### config.mk
export PLATFORM = sky130hd
export DESIGN_NAME = buserr_capture
export DESIGN_NICKNAME = d
export VERILOG_FILES = /design/src/rtl/buserr_pkg.sv /design/src/rtl/buserr_addr_adj.sv /design/src/rtl/buserr_syn_pack.sv /design/src/rtl/buserr_record.sv /design/src/rtl/buserr_capture.sv
export SDC_FILE = /design/constraint.sdc
export NUM_CORES = 1
export LEC_CHECK = 0
export BUFFER_PORTS_ARGS = -buffer_cell sky130_fd_sc_hd__buf_2
export CORE_UTILIZATION = 45
export DETAILED_ROUTE_END_ITERATION = 8
export PLACE_DENSITY_LB_ADDON = 0.25
export SYNTH_ARGS = -nofsm -noshare
export SYNTH_HDL_FRONTEND = slang
export SYNTH_SLANG_ARGS = --single-unit
### constraint.sdc
create_clock -name clk -period 3 [get_ports clk]
set_clock_uncertainty 0.1 [all_clocks]
set_input_delay 0.45 -clock clk [delete_from_list [all_inputs] [get_ports clk]]
set_output_delay 0.45 -clock clk [all_outputs]
set_load 0.01 [all_outputs]
### src/rtl/buserr_pkg.sv
// Package: shared field positions and the bank-half layout of the
// bus error capture unit. Assumes a 32-bit register port.
package buserr_pkg;
    localparam int REG_W      = 32;
    localparam int EAR_VLD    = 31;
    localparam int EAR_CPU    = 30;
    localparam int EAR_WR     = 29;
    localparam int EAR_ECC    = 28;
    localparam int EAR_FLD_W  = 28;
    localparam int NBANK      = 2;
    localparam int HALF_W     = REG_W / NBANK;
    localparam int HALF_VLD   = 15;
    localparam int HALF_SNGL  = 8;
    localparam int SYN_W      = 7;

    // Attributes of one error event
    typedef struct packed {
        logic ecc;
        logic cpu;
        logic write;
    } err_kind_t;

    // Builds one 16-bit bank half from its valid, single and syndrome fields
    function automatic logic [HALF_W-1:0] pack_half(input logic v,
                                                    input logic s,
                                                    input logic [SYN_W-1:0] syn);
        logic [HALF_W-1:0] h;
        h = '0;
        h[HALF_VLD]    = v;
        h[HALF_SNGL]   = s;
        h[SYN_W-1:0]   = syn;
        return h;
    endfunction
endpackage

### src/rtl/buserr_addr_adj.sv
// Address adjust: for ECC errors on reads, advances the low WIN_W bits
// of the word address by RD_OFS and wraps inside the window. All other
// events pass the address through. Assumes ADDR_W > WIN_W.
module buserr_addr_adj #(
    parameter int ADDR_W = 28,
    parameter int WIN_W  = 12,
    parameter int RD_OFS = 5
) (
    input  logic [ADDR_W-1:0] waddr,
    input  logic              ecc,
    input  logic              write,
    output logic [ADDR_W-1:0] adj
);
    logic [WIN_W-1:0] low_sum;

    // Wrapping sum of the window offset bits
    always_comb low_sum = waddr[WIN_W-1:0] + WIN_W'(RD_OFS);

    // Select the adjusted form only for ECC read events
    always_comb begin
        if (ecc && !write)
            adj = {waddr[ADDR_W-1:WIN_W], low_sum};
        else
            adj = waddr;
    end
endmodule

### src/rtl/buserr_syn_pack.sv
// Syndrome packer: builds the syndrome word from per-bank check
// results, one 16-bit half per bank, with bank 0 in the low half.
module buserr_syn_pack
    import buserr_pkg::*;
#(
    parameter int NB = NBANK
) (
    input  logic [NB-1:0]        vld,
    input  logic [NB-1:0]        sngl,
    input  logic [NB*SYN_W-1:0]  syn,
    output logic [NB*HALF_W-1:0] word
);
    for (genvar b = 0; b < NB; b++) begin : g_bank
        // One half per bank, laid out by the package helper
        assign word[b*HALF_W +: HALF_W] = pack_half(vld[b], sngl[b], syn[b*SYN_W +: SYN_W]);
    end
endmodule

### src/rtl/buserr_record.sv
// Record holder: keeps the first error until it is cleared. A clear and
// a new event in the same cycle leave the new event recorded. Later
// events while a record is held only set the overflow flag.
module buserr_record
    import buserr_pkg::*;
(
    input  logic             clk,
    input  logic             rst_n,
    input  logic             strobe,
    input  logic             clear,
    input  logic [REG_W-1:0] ear_in,
    input  logic [REG_W-1:0] syn_in,
    output logic [REG_W-1:0] ear_q,
    output logic [REG_W-1:0] syn_q,
    output logic             ovf_q
);
    logic held;

    // A record is held while the stored valid flag is set
    always_comb held = ear_q[EAR_VLD];

    // Capture, clear and overflow update of the stored record
    always_ff @(posedge clk) begin
        if (!rst_n) begin
            ear_q <= '0;
            syn_q <= '0;
            ovf_q <= 1'b0;
        end else if (strobe && (clear || !held)) begin
            ear_q <= ear_in;
            syn_q <= syn_in;
            ovf_q <= 1'b0;
        end else if (clear) begin
            ear_q <= '0;
            syn_q <= '0;
            ovf_q <= 1'b0;
        end else if (strobe) begin
            ovf_q <= 1'b1;
        end
    end
endmodule

### src/rtl/buserr_capture.sv
// Top of the bus error capture unit: forms the address and syndrome
// words from an event, hands them to the record holder, and decodes
// the register port. Assumes ADDR_W <= 28 so that the field fits.
module buserr_capture
    import buserr_pkg::*;
#(
    parameter int ADDR_W = 28,
    parameter int WIN_W  = 12,
    parameter int RD_OFS = 5
) (
    input  logic                    clk,
    input  logic                    rst_n,
    input  logic                    err_strobe,
    input  logic                    err_ecc,
    input  logic                    err_cpu,
    input  logic                    err_write,
    input  logic [ADDR_W-1:0]       err_waddr,
    input  logic [NBANK-1:0]        err_bank_vld,
    input  logic [NBANK-1:0]        err_bank_sngl,
    input  logic [NBANK*SYN_W-1:0]  err_bank_syn,
    input  logic                    reg_addr,
    input  logic                    reg_wen,
    output logic [REG_W-1:0]        reg_rdata,
    output logic                    irq,
    output logic                    ovf
);
    localparam logic SEL_EAR = 1'b0;

    err_kind_t          kind;
    logic [ADDR_W-1:0]  adj_addr;
    logic [REG_W-1:0]   syn_word;
    logic [REG_W-1:0]   ear_in;
    logic [REG_W-1:0]   syn_in;
    logic [REG_W-1:0]   ear_q;
    logic [REG_W-1:0]   syn_q;
    logic               clear;

    // Gather event attributes
    always_comb kind = '{ecc: err_ecc, cpu: err_cpu, write: err_write};

    buserr_addr_adj #(
        .ADDR_W (ADDR_W),
        .WIN_W  (WIN_W),
        .RD_OFS (RD_OFS)
    ) u_adj (
        .waddr (err_waddr),
        .ecc   (kind.ecc),
        .write (kind.write),
        .adj   (adj_addr)
    );

    buserr_syn_pack #(
        .NB (NBANK)
    ) u_pack (
        .vld  (err_bank_vld),
        .sngl (err_bank_sngl),
        .syn  (err_bank_syn),
        .word (syn_word)
    );

    // Assemble the address word with its status flags
    always_comb begin
        ear_in                   = '0;
        ear_in[EAR_VLD]          = 1'b1;
        ear_in[EAR_CPU]          = kind.cpu;
        ear_in[EAR_WR]           = kind.write;
        ear_in[EAR_ECC]          = kind.ecc;
        ear_in[ADDR_W-1:0]       = adj_addr;
    end

    // Syndrome word only carries data for ECC events
    always_comb syn_in = kind.ecc ? syn_word : '0;

    // Any write to the address register clears the record
    always_comb clear = reg_wen && (reg_addr == SEL_EAR);

    buserr_record u_rec (
        .clk    (clk),
        .rst_n  (rst_n),
        .strobe (err_strobe),
        .clear  (clear),
        .ear_in (ear_in),
        .syn_in (syn_in),
        .ear_q  (ear_q),
        .syn_q  (syn_q),
        .ovf_q  (ovf)
    );

    // Read mux and interrupt
    always_comb reg_rdata = (reg_addr == SEL_EAR) ? ear_q : syn_q;
    always_comb irq = ear_q[EAR_VLD];
endmodule

### Word-level counts from Yosys, hierarchy flattened

Index checks and enable logic that the tools add are counted.

* logic and storage cells: 20
* register bits after elaboration: 65
* output and inout port bits: 34
* input port bits: 54

* reduce and logical (&&, ||, !) cells: 8
* bitwise logic cells: 2
* muxes and demuxes: 6
* add/subtract/negate cells: 1

Operators with widths (number)
* $mux 32: 5
* $add 12x3->12 const B: 1
* $mux 12: 1
* $logic_and 1x1->1: 3
* $reduce_or 3->1: 1
* $logic_not 1->1: 2
* $not 1->1: 2
* $reduce_bool 2->1: 1
* $logic_or 1x1->1: 1

### Longest topological paths before layout

Gate-level depths: netlist of run 1.

* depth after elaboration: 5
* gate-level depth with buffers: 7
* mapped depth without buffers: 5

### Modules after synthesis

Synthesis of run 1 repeated with hierarchy kept, for this count alone.

* cell total of the unflattened synthesis: 444
* area, all modules: 4171.5 µm²

By module, submodules not included
* buserr_record: seq. area each 1301.2 µm², times used 1, area each 2776.4 µm², cells an instance 289
* buserr_capture: seq. area each 0.0 µm², times used 1, area each 762.0 µm², cells an instance 73
* buserr_addr_adj: seq. area each 0.0 µm², times used 1, area each 389.1 µm², cells an instance 49
* buserr_syn_pack: seq. area each 0.0 µm², times used 1, area each 244.0 µm², cells an instance 33

### Least setup slack after synthesis of run 1

Ideal clock, no wire load.

* kind: input to output
* start point: input port reg_addr
* end point: output port reg_rdata[20]
* data required time: 2450 ps
* stages: 3
* path buffers: 2
* slack: 1221 ps
* arrival time: 1229 ps
* cell sequence: buf_6 clkbuf_1 mux2_2

* cells in the longest elaborated chain, start to end: 1

RTL lines
* start, declared: line buserr_capture.sv:21 `input logic reg_addr,`
* $mux 32: line buserr_capture.sv:90 `always_comb reg_rdata = (reg_addr == SEL_EAR) ? ear_q : syn_q;`
* end, declared: line buserr_capture.sv:23 `output logic [REG_W-1:0] reg_rdata,`

No other way between the ends.

### Worst setup path after layout of run 1

* start point: input port reg_addr
* end point: output port reg_rdata[8]

Same word-level chain as after synthesis.

==> flow_summary.ini, run 1 <==
[timing]
maxSlewHeadroom = 0.471
worst_pin_slew_ps = 793
timing_hold_violations_final = 0
finalCritPeriodShare = 0.664
timing.fmax_mhz = 502
setup_repair_after_global_routing_missed_its_margin = no
finalSetupTns_ps = 0
setup_violations = 0
drv_slew = 0
final.min_clock_period_ps = 1990

[synthesis]
postSynthAreaPerCell_um2 = 11.1
synth_top_flop_cell = dfxtp_1
synthDistinctLibCells = 29
synthesis.nets = 245
synth.yosys.seq_area_share = 0.482
synth.yosys.warnings = 0
post_synth_instance_area_um2 = 2120
post_synth_inst_count = 190
synthArstFlopShare = 0
synth.ff_latch_count = 51
count_of_flip_flops_with_a_built_in_enable_after_synthesis = 0

[place]
gp_congestion = 0.751
post-place-cells = 318
hpwl_um = 3080
dpl_cell_area_um2 = 2580
port_buffers = 87

[die]
fp.dieW_um = 70.6
chipHeight_um = 70.6
design.core.area_um2 = 4440
core.rowCount = 24
start_util = 0.477
die-area_um2 = 4990
top_level_ports = 88

[setup_path]
cpLargestDelayFamily = buffers and inverters
cp_slowest_cell = mux2_2
path_buf_inv = 3
r2r_slack_ps = 1440
critical_path_cell_count = 4
timing.critical_path.fanout_max = 33
crit_path_cell_trace = buf_2 -> buf_4 -> mux2_2 -> buf_2
start_kind = input pin
worstPathArrival_ps = 1440
timing.critical_path.required_ps = 2450
worstSetupEndpointType = primary output
critical_path_s_largest_stage_delay_ps = 400
ff2ff_path_depth = 3
worst_setup_path_category = input pin to primary output
critical-path-top-cell-by-count = buf_2

[grt]
grt.overflow.total = 0
grt_pass1_wl_um = 7470
grt_start_max_net_pins = 34
globalRouteTotalUtil = 0.188
grt_pass1_vias = 1711
number_of_antenna_violations_at_the_first_check_in_global_routing = 0

[power_and_ir_drop]
power.density_cell_area_nw_per_um2 = 481
power_consumption_uw = 1270
switching_part_of_the_total_power = 0.240
pwr-share-clk = 0.273
power_share_of_the_combinational_group = 0.153
leakage_uw = 0.00129
peakVddDrop_v = 0.000198
power_switching_uw = 305
power.share.sequential = 0.574
power_report.internal_total_uw = 968

[cells_and_area]
layout.cells.most_common = buf_2
design_area_um2 = 2650
layout-drive-gt1-share = 0.434
area.sequential_um2 = 1020
multi_input_area_um2 = 1010
antenna_cells = 0
final_core_util = 0.596
synthToLayoutAreaGrowth_pct = 25.0
num-nets-final = 328
layout.cells.most_common_list = buf_2, dfxtp_1, a22o_1
filler_cell_count = 391
stdcell_count = 324

[min_path]
min_path_type = input pin to register
timing.hold.worst_path_depth = 2

[clocking]
tritoncts_clock_tree = done
clk_pin_slew_worst_paths_ps = 80
h-tree-depth = 2
cts_resized = 0
cts_buffer_depth = 2
worst_skew_pair.late_latency_ps = 280
tritoncts.num_buffers = 5
holdBufCountCts = 0
cts_setup_buffers = 0
numClockSinks = 51
root_buffer = clkbuf_8

[routing]
drcViolationCount = 12
via_count = 1726
detail-route-antenna-nets = 0
wirelength_um = 4480
post_drt_wl_per_cell_um = 13.8
dr.first_iter.drc_count = 78
avgViaCountPerCell = 5.33
detail_route.first_pass.iterations = 6

[run_status]
run_status = complete, but fails checks
violations = DRC

[run]
cap_viol_max_count = 0
-- worst register-to-register path, delay by kind of cell (launching register included) --
kind               cells  cell delay, ps
and+or+nand+nor        1             660
AOI/OAI and AO/OA      2             400
DFF                    1             350
-- logic make-up after synthesis --
family / count (synthesis) / synth area share
AO/OA/AOI/OAI: 55 / 0.222
flip-flops: 51 / 0.482
AND/OR/NAND/NOR: 38 / 0.106
multiplexers: 18 / 0.0957
buffers and inverters: 16 / 0.0437
XOR/XNOR: 11 / 0.0455
adder cells (fa/ha/maj): 1 / 0.00591
-- per-layer routing --
layer,track usage,share of wire,vias up,routed length (um)
met5,0,0,-,0
met4,0.0711,0.012,0,52
met3,0.0413,0.042,6,189
met2,0.321,0.47,47,2100
met1,0.233,0.48,812,2130
li1,-,-,861,-
-- area by class of cell --
| cell class | count | area share |
|---|---|---|
| sequential | 51 | 0.385 |
| multi-input combinational | 123 | 0.382 |
| clock buffer | 6 | 0.0274 |
| inverter | 2 | 0.00283 |
| timing repair buffer | 90 | 0.178 |
| tap | 52 | 0.0246 |
-- stage by stage --
| stage | setup WS, ps | hold WS (ps) |
|---|---|---|
| after global placement | 1020 | 326 |
| after detailed placement | 1000 | 334 |
| after floorplan | 1220 | 318 |
| final | 1010 | 265 |
| after global routing | 955 | 257 |
| after CTS | 996 | 256 |
-- power by group through the flow --
stage                     registers (uW)  logic (uW)  clock network [uW]
after floorplan                      742         117                   0
after global placement               746         194                   0
after detailed placement             746         197                   0
after CTS                            731         198                 361
after global routing                 736         215                 390
final                                731         195                 347
-- synth_stat cells (all sizes together) (2+ instances only) --
cell | n | area share
a21oi | 4 | 0.013
a22o | 48 | 0.20
buf | 12 | 0.037
clkbuf | 2 | 0.0035
dfxtp | 51 | 0.48
inv | 2 | 0.0035
mux2 | 18 | 0.096
nand2 | 5 | 0.0089
nand2b | 2 | 0.0095
nand3 | 2 | 0.0047
nor2 | 4 | 0.0071
nor2b | 15 | 0.044
nor3 | 2 | 0.0047
nor4 | 4 | 0.012
xnor2 | 2 | 0.0083
xor2 | 9 | 0.037
-- registers in the layout, summed over array words and instances, names as in the netlist --
| signal | cells |
|---|---|
| u_rec.ear_q | 32 |
| u_rec.syn_q | 18 |
| u_rec.ovf_q | 1 |
-- final timing paths --
path / start / endpoint
worst max register to register: u_rec.ear_q[31] / u_rec.syn_q[21]
worst min register to register: u_rec.ear_q[28] / u_rec.ear_q[28]
worst min-delay path: err_bank_syn[8] / u_rec.syn_q[17]
worst max-delay path: reg_addr / reg_rdata[8]
(Power assumes the default switching activity.)
==> run 2, diff against run 1 <==
--- a/config.mk
+++ b/config.mk
@@ -6,7 +6,7 @@
 export NUM_CORES = 1
 export LEC_CHECK = 0
 export BUFFER_PORTS_ARGS = -buffer_cell sky130_fd_sc_hd__buf_2
-export CORE_UTILIZATION = 45
+export CORE_UTILIZATION = 43
 export DETAILED_ROUTE_END_ITERATION = 8
 export PLACE_DENSITY_LB_ADDON = 0.25
 export SYNTH_ARGS = -nofsm -noshare
==> constraint.sdc (replaced) <==
create_clock -name clk -period 1.8 [get_ports clk]
set_clock_uncertainty 0.1 [all_clocks]
set_input_delay 0.27 -clock clk [delete_from_list [all_inputs] [get_ports clk]]
set_output_delay 0.27 -clock clk [all_outputs]
set_load 0.01 [all_outputs]
==> flow_summary.ini, run 2 (synthesized netlist as in run 1, its figures left out) <==
[run_status]
run_status = finished, final reports clean

[die]
core.rowCount = 25
top_level_ports = 88
start_util = 0.448
design.core.area_um2 = 4720
chipHeight_um = 72.2
fp.dieW_um = 72.2
die-area_um2 = 5210

[grt]
grt.overflow.total = 0
globalRouteTotalUtil = 0.180
grt_start_max_net_pins = 38
number_of_antenna_violations_at_the_first_check_in_global_routing = 0
grt_pass1_vias = 1625
grt_pass1_wl_um = 7270

[place]
post-place-cells = 335
port_buffers = 87
gp_congestion = 0.793
hpwl_um = 3150

[cells_and_area]
reg.largest.list = u_rec.ear_q: 32 flops, u_rec.syn_q: 18 flops, u_rec.ovf_q: 1 flops
layout.cells.most_common_list = buf_2, dfxtp_1, a22o_1
stdcell_count = 343
filler_cell_count = 419
layout.cells.most_common = buf_2
antenna_cells = 0
regMostFlops = u_rec.ear_q
layout-drive-gt1-share = 0.446
largest_reg_flops = 32
area.sequential_um2 = 1020
num-nets-final = 330
synthToLayoutAreaGrowth_pct = 29.7
multi_input_area_um2 = 1010

[clocking]
tritoncts.num_buffers = 5
h-tree-depth = 2
numClockSinks = 51
root_buffer = clkbuf_8
clk_pin_slew_worst_paths_ps = 90
worst_skew_pair.late_latency_ps = 290
holdBufCountCts = 0
cts_buffer_depth = 2
cts_setup_buffers = 0
cts_resized = 0
tritoncts_clock_tree = done

[routing]
detail-route-antenna-nets = 0
drcViolationCount = 0
detail_route.first_pass.iterations = 4
post_drt_wl_per_cell_um = 13.1
wirelength_um = 4510
dr.first_iter.drc_count = 66
avgViaCountPerCell = 5.01
via_count = 1717

[timing]
timing.fmax_mhz = 680
final.min_clock_period_ps = 1470
setup_violations = 0
finalSetupTns_ps = 0
drv_slew = 0
worst_pin_slew_ps = 409
timing_hold_violations_final = 0
setup_repair_after_global_routing_missed_its_margin = no
finalCritPeriodShare = 0.817
maxSlewHeadroom = 0.727

[min_path]
min_path_type = input pin to register
min_to = u_rec.syn_q[17]
holdCritStartpoint = err_bank_syn[8]
timing.hold.worst_path_depth = 2

[setup_path]
r2r_slack_ps = 500
start_kind = register
worst_setup_path_category = register to primary output
timing.rr.end = u_rec.syn_q[8]
ff2ff_path_depth = 4
worst_r2r_startpoint = u_rec.ear_q[31]
timing.critical_path.fanout_max = 4
worstPathArrival_ps = 1100
timing.critical_path.required_ps = 1430
worstSetupEndpointType = primary output

[power_and_ir_drop]
leakage_uw = 0.00133
power_consumption_uw = 2330
peakVddDrop_v = 0.000463
power.density_cell_area_nw_per_um2 = 848

[run]
cap_viol_max_count = 0
-- run 2: cell count changes in the layout (fill, tap and decap cells not counted), sizes merged --
cell	before	now
buf	90	92
clkbuf	6	5
clkinv	0	2
bufinv	0	1
-- run 2: per-layer routing --
layer	track usage	vias up	part of all wire
li1	-	872	-
met1	0.226	786	0.49
met2	0.304	57	0.45
met3	0.0403	2	0.056
met4	0.0588	0	0.0064
met5	0	-	0
-- run 2: critical path: stages (launching register included) --
cell and delay, ps:
dfxtp_1 390, inv_1 100, o21ai_0 170, buf_2 150
-- run 2: through the flow --
| stage | setup WS (ps) | util | hold slack [ps] | instance area, um2 |
|---|---|---|---|---|
| finish | 330 | 0.582 | 80.8 | 2750 |
| global placement | 215 | 0.558 | 326 | 2640 |
| global route | 219 | 0.582 | 66.7 | 2750 |
| floorplan | 381 | - | 280 | 2120 |
| CTS | 313 | 0.582 | 70.1 | 2750 |
| detailed placement | 161 | 0.558 | 335 | 2640 |
-- run 2: cell type report --
class,instances,share of cell area
sequential,51,0.372
multi-input combinational,123,0.368
timing repair buffer,92,0.186
tap,67,0.0305
clock buffer,5,0.0250
clock inverter,3,0.0159
inverter,2,0.00273
-- run 2: how the worst max path moves through the flow --
stage               startpoint        endpoint  slack [ps]  cells past startpoint
6_report       u_rec.ear_q[31]   reg_rdata[31]         330                      3
5_1_grt        u_rec.ear_q[31]   reg_rdata[31]         220                      3
4_1_cts        u_rec.ear_q[31]   reg_rdata[31]         310                      3
3_5_place_dp         err_write  u_rec.ear_q[8]         160                      5
3_3_place_gp         err_write  u_rec.ear_q[8]         210                      5
2_1_floorplan         reg_addr   reg_rdata[20]         380                      3
-- run 2: report_power, final --
group	switching (uW)	leakage (uW)	internal [uW]
Sequential	28.7	0.000418	1190
Combinational	159	0.000852	174
Clock	366	0.0000581	414
Total	554	0.00133	1780
==> run 3, diff against run 2 <==
--- a/config.mk
+++ b/config.mk
@@ -6,7 +6,7 @@
 export NUM_CORES = 1
 export LEC_CHECK = 0
 export BUFFER_PORTS_ARGS = -buffer_cell sky130_fd_sc_hd__buf_2
-export CORE_UTILIZATION = 43
+export CORE_UTILIZATION = 45
 export DETAILED_ROUTE_END_ITERATION = 8
 export PLACE_DENSITY_LB_ADDON = 0.25
 export SYNTH_ARGS = -nofsm -noshare
==> constraint.sdc (replaced) <==
create_clock -name clk -period 1.5 [get_ports clk]
set_clock_uncertainty 0.1 [all_clocks]
set_input_delay 0.225 -clock clk [delete_from_list [all_inputs] [get_ports clk]]
set_output_delay 0.225 -clock clk [all_outputs]
set_load 0.01 [all_outputs]
==> flow_summary.ini, run 3 (synthesized netlist as in run 1, its figures left out) <==
[run_status]
run_status = complete, but fails checks
violations = DRC

[place]
port_buffers = 87
detailedPlace.worstSlack_ps = -16.3
hpwl_um = 3490
dpl_cell_area_um2 = 2690
gp_congestion = 0.817

[setup_path]
r2r_slack_ps = 290
timing.critical_path.fanout_max = 11
timing.critical_path.required_ps = 1170
ff2ff_path_depth = 4
worst_r2r_startpoint = u_rec.ear_q[31]
worstPathArrival_ps = 1080
worstSetupEndpointType = primary output
start_kind = input pin
worst_setup_path_category = input pin to primary output
timing.rr.end = u_rec.syn_q[5]

[clocking]
holdBufCountCts = 0
cts_setup_buffers = 0
numClockSinks = 51
clk_pin_slew_worst_paths_ps = 90
tritoncts.num_buffers = 5
h-tree-depth = 2
root_buffer = clkbuf_8
worst_skew_pair.late_latency_ps = 290
tritoncts_clock_tree = done
cts_buffer_depth = 2
cts_resized = 0

[routing]
topRoutingLayerUsed = met4
post_drt_wl_per_cell_um = 13.7
detail_route.first_pass.iterations = 6
detail-route-antenna-nets = 0
drcViolationCount = 12
dr.first_iter.drc_count = 98
met1_length_um = 2180
wirelength_um = 4640
met3WireLength_um = 281
avgViaCountPerCell = 5.19
via_count = 1754
dr_wl_met2_um = 2100

[cells_and_area]
multi_input_area_um2 = 1010
layout-drive-gt1-share = 0.469
synthToLayoutAreaGrowth_pct = 32.7
layout.cells.most_common_list = buf_2, dfxtp_1, a22o_1
filler_cell_count = 375
layout.cells.most_common = buf_2
area.sequential_um2 = 1020
num-nets-final = 340
largest_reg_flops = 32
design_area_um2 = 2810
reg.largest.list = u_rec.ear_q: 32 flops, u_rec.syn_q: 18 flops, u_rec.ovf_q: 1 flops
antenna_cells = 0
regMostFlops = u_rec.ear_q

[min_path]
min_path_type = input pin to register
timing.hold.worst_path_depth = 2
holdCritStartpoint = err_bank_syn[0]
min_to = u_rec.syn_q[0]

[die]
die-area_um2 = 4990
core.rowCount = 24
design.core.area_um2 = 4440
top_level_ports = 88
chipHeight_um = 70.6
start_util = 0.477
fp.dieW_um = 70.6

[run]
cap_viol_max_count = 0

[timing]
maxSlewHeadroom = 0.796
timing_hold_violations_final = 0
setup_repair_after_global_routing_missed_its_margin = no
final.min_clock_period_ps = 1400
drv_slew = 0
timing.fmax_mhz = 714
setup_violations = 0
worst_pin_slew_ps = 304
setup_ws_ps = 99.0
finalCritPeriodShare = 0.934

[power_and_ir_drop]
power_consumption_uw = 2860
peakVddDrop_v = 0.000389
leakage_uw = 0.00138
power.density_cell_area_nw_per_um2 = 1020

[grt]
grt_pass1_vias = 1685
number_of_antenna_violations_at_the_first_check_in_global_routing = 0
grt_start_max_net_pins = 32
globalRouteTotalUtil = 0.192
grt_pass1_wl_um = 7610
grt.overflow.total = 0
-- run 3: changes by cell type in the layout (fill, tap and decap cells not counted) --
| cell | delta |
|---|---|
| dfxtp_2 | +1 |
| clkinv_4 | -1 |
| buf_4 | +10 |
| dfxtp_1 | -1 |
| clkbuf_8 | +1 |
-- run 3: metrics by stage --
stage	cells	hold slack, ps	util	setup TNS, ps
3_5_place_dp	330	334	0.606	-34.1
4_1_cts	338	20.9	0.632	0
3_3_place_gp	330	326	0.606	0
2_1_floorplan	190	235	-	0
6_report	338	30.5	0.632	0
5_1_grt	338	25.5	0.632	0
-- run 3: cell type report --
class	instances	share of cell area
Sequential cell	51	0.364
Clock buffer	6	0.0294
Clock inverter	2	0.0125
Tap cell	52	0.0232
Timing Repair Buffer	102	0.208
Multi-Input combinational cell	123	0.360
Inverter	2	0.00267
-- run 3: worst max path at each step --
| stage | cells after the start | slack, ps | start | to |
|---|---|---|---|---|
| after floorplan | 4 | 130 | err_write | u_rec.ear_q[8] |
| after global placement | 5 | 10 | err_write | u_rec.ear_q[8] |
| after detailed placement | 5 | -20 | err_write | u_rec.ear_q[8] |
| after CTS | 3 | 70 | u_rec.ear_q[31] | reg_rdata[31] |
| after global routing | 3 | 40 | u_rec.ear_q[31] | reg_rdata[31] |
| final | 4 | 100 | reg_addr | reg_rdata[8] |
-- run 3: worst max-delay path: stages --
cell	delay, ps
buf_2	190
buf_12	160
mux2_2	350
buf_2	140
-- run 3: layer usage --
metal / global-route usage / vias up
li1: - / 890
met1: 0.244 / 801
met2: 0.323 / 53
met3: 0.0499 / 10
met4: 0.0600 / 0
met5: 0 / -
-- run 3: power by group --
group / total, uW / internal (uW) / switching [uW]
Clock: 977 / 540 / 437
Sequential: 1460 / 1430 / 35.6
Combinational: 423 / 226 / 196
Total: 2860 / 2190 / 669
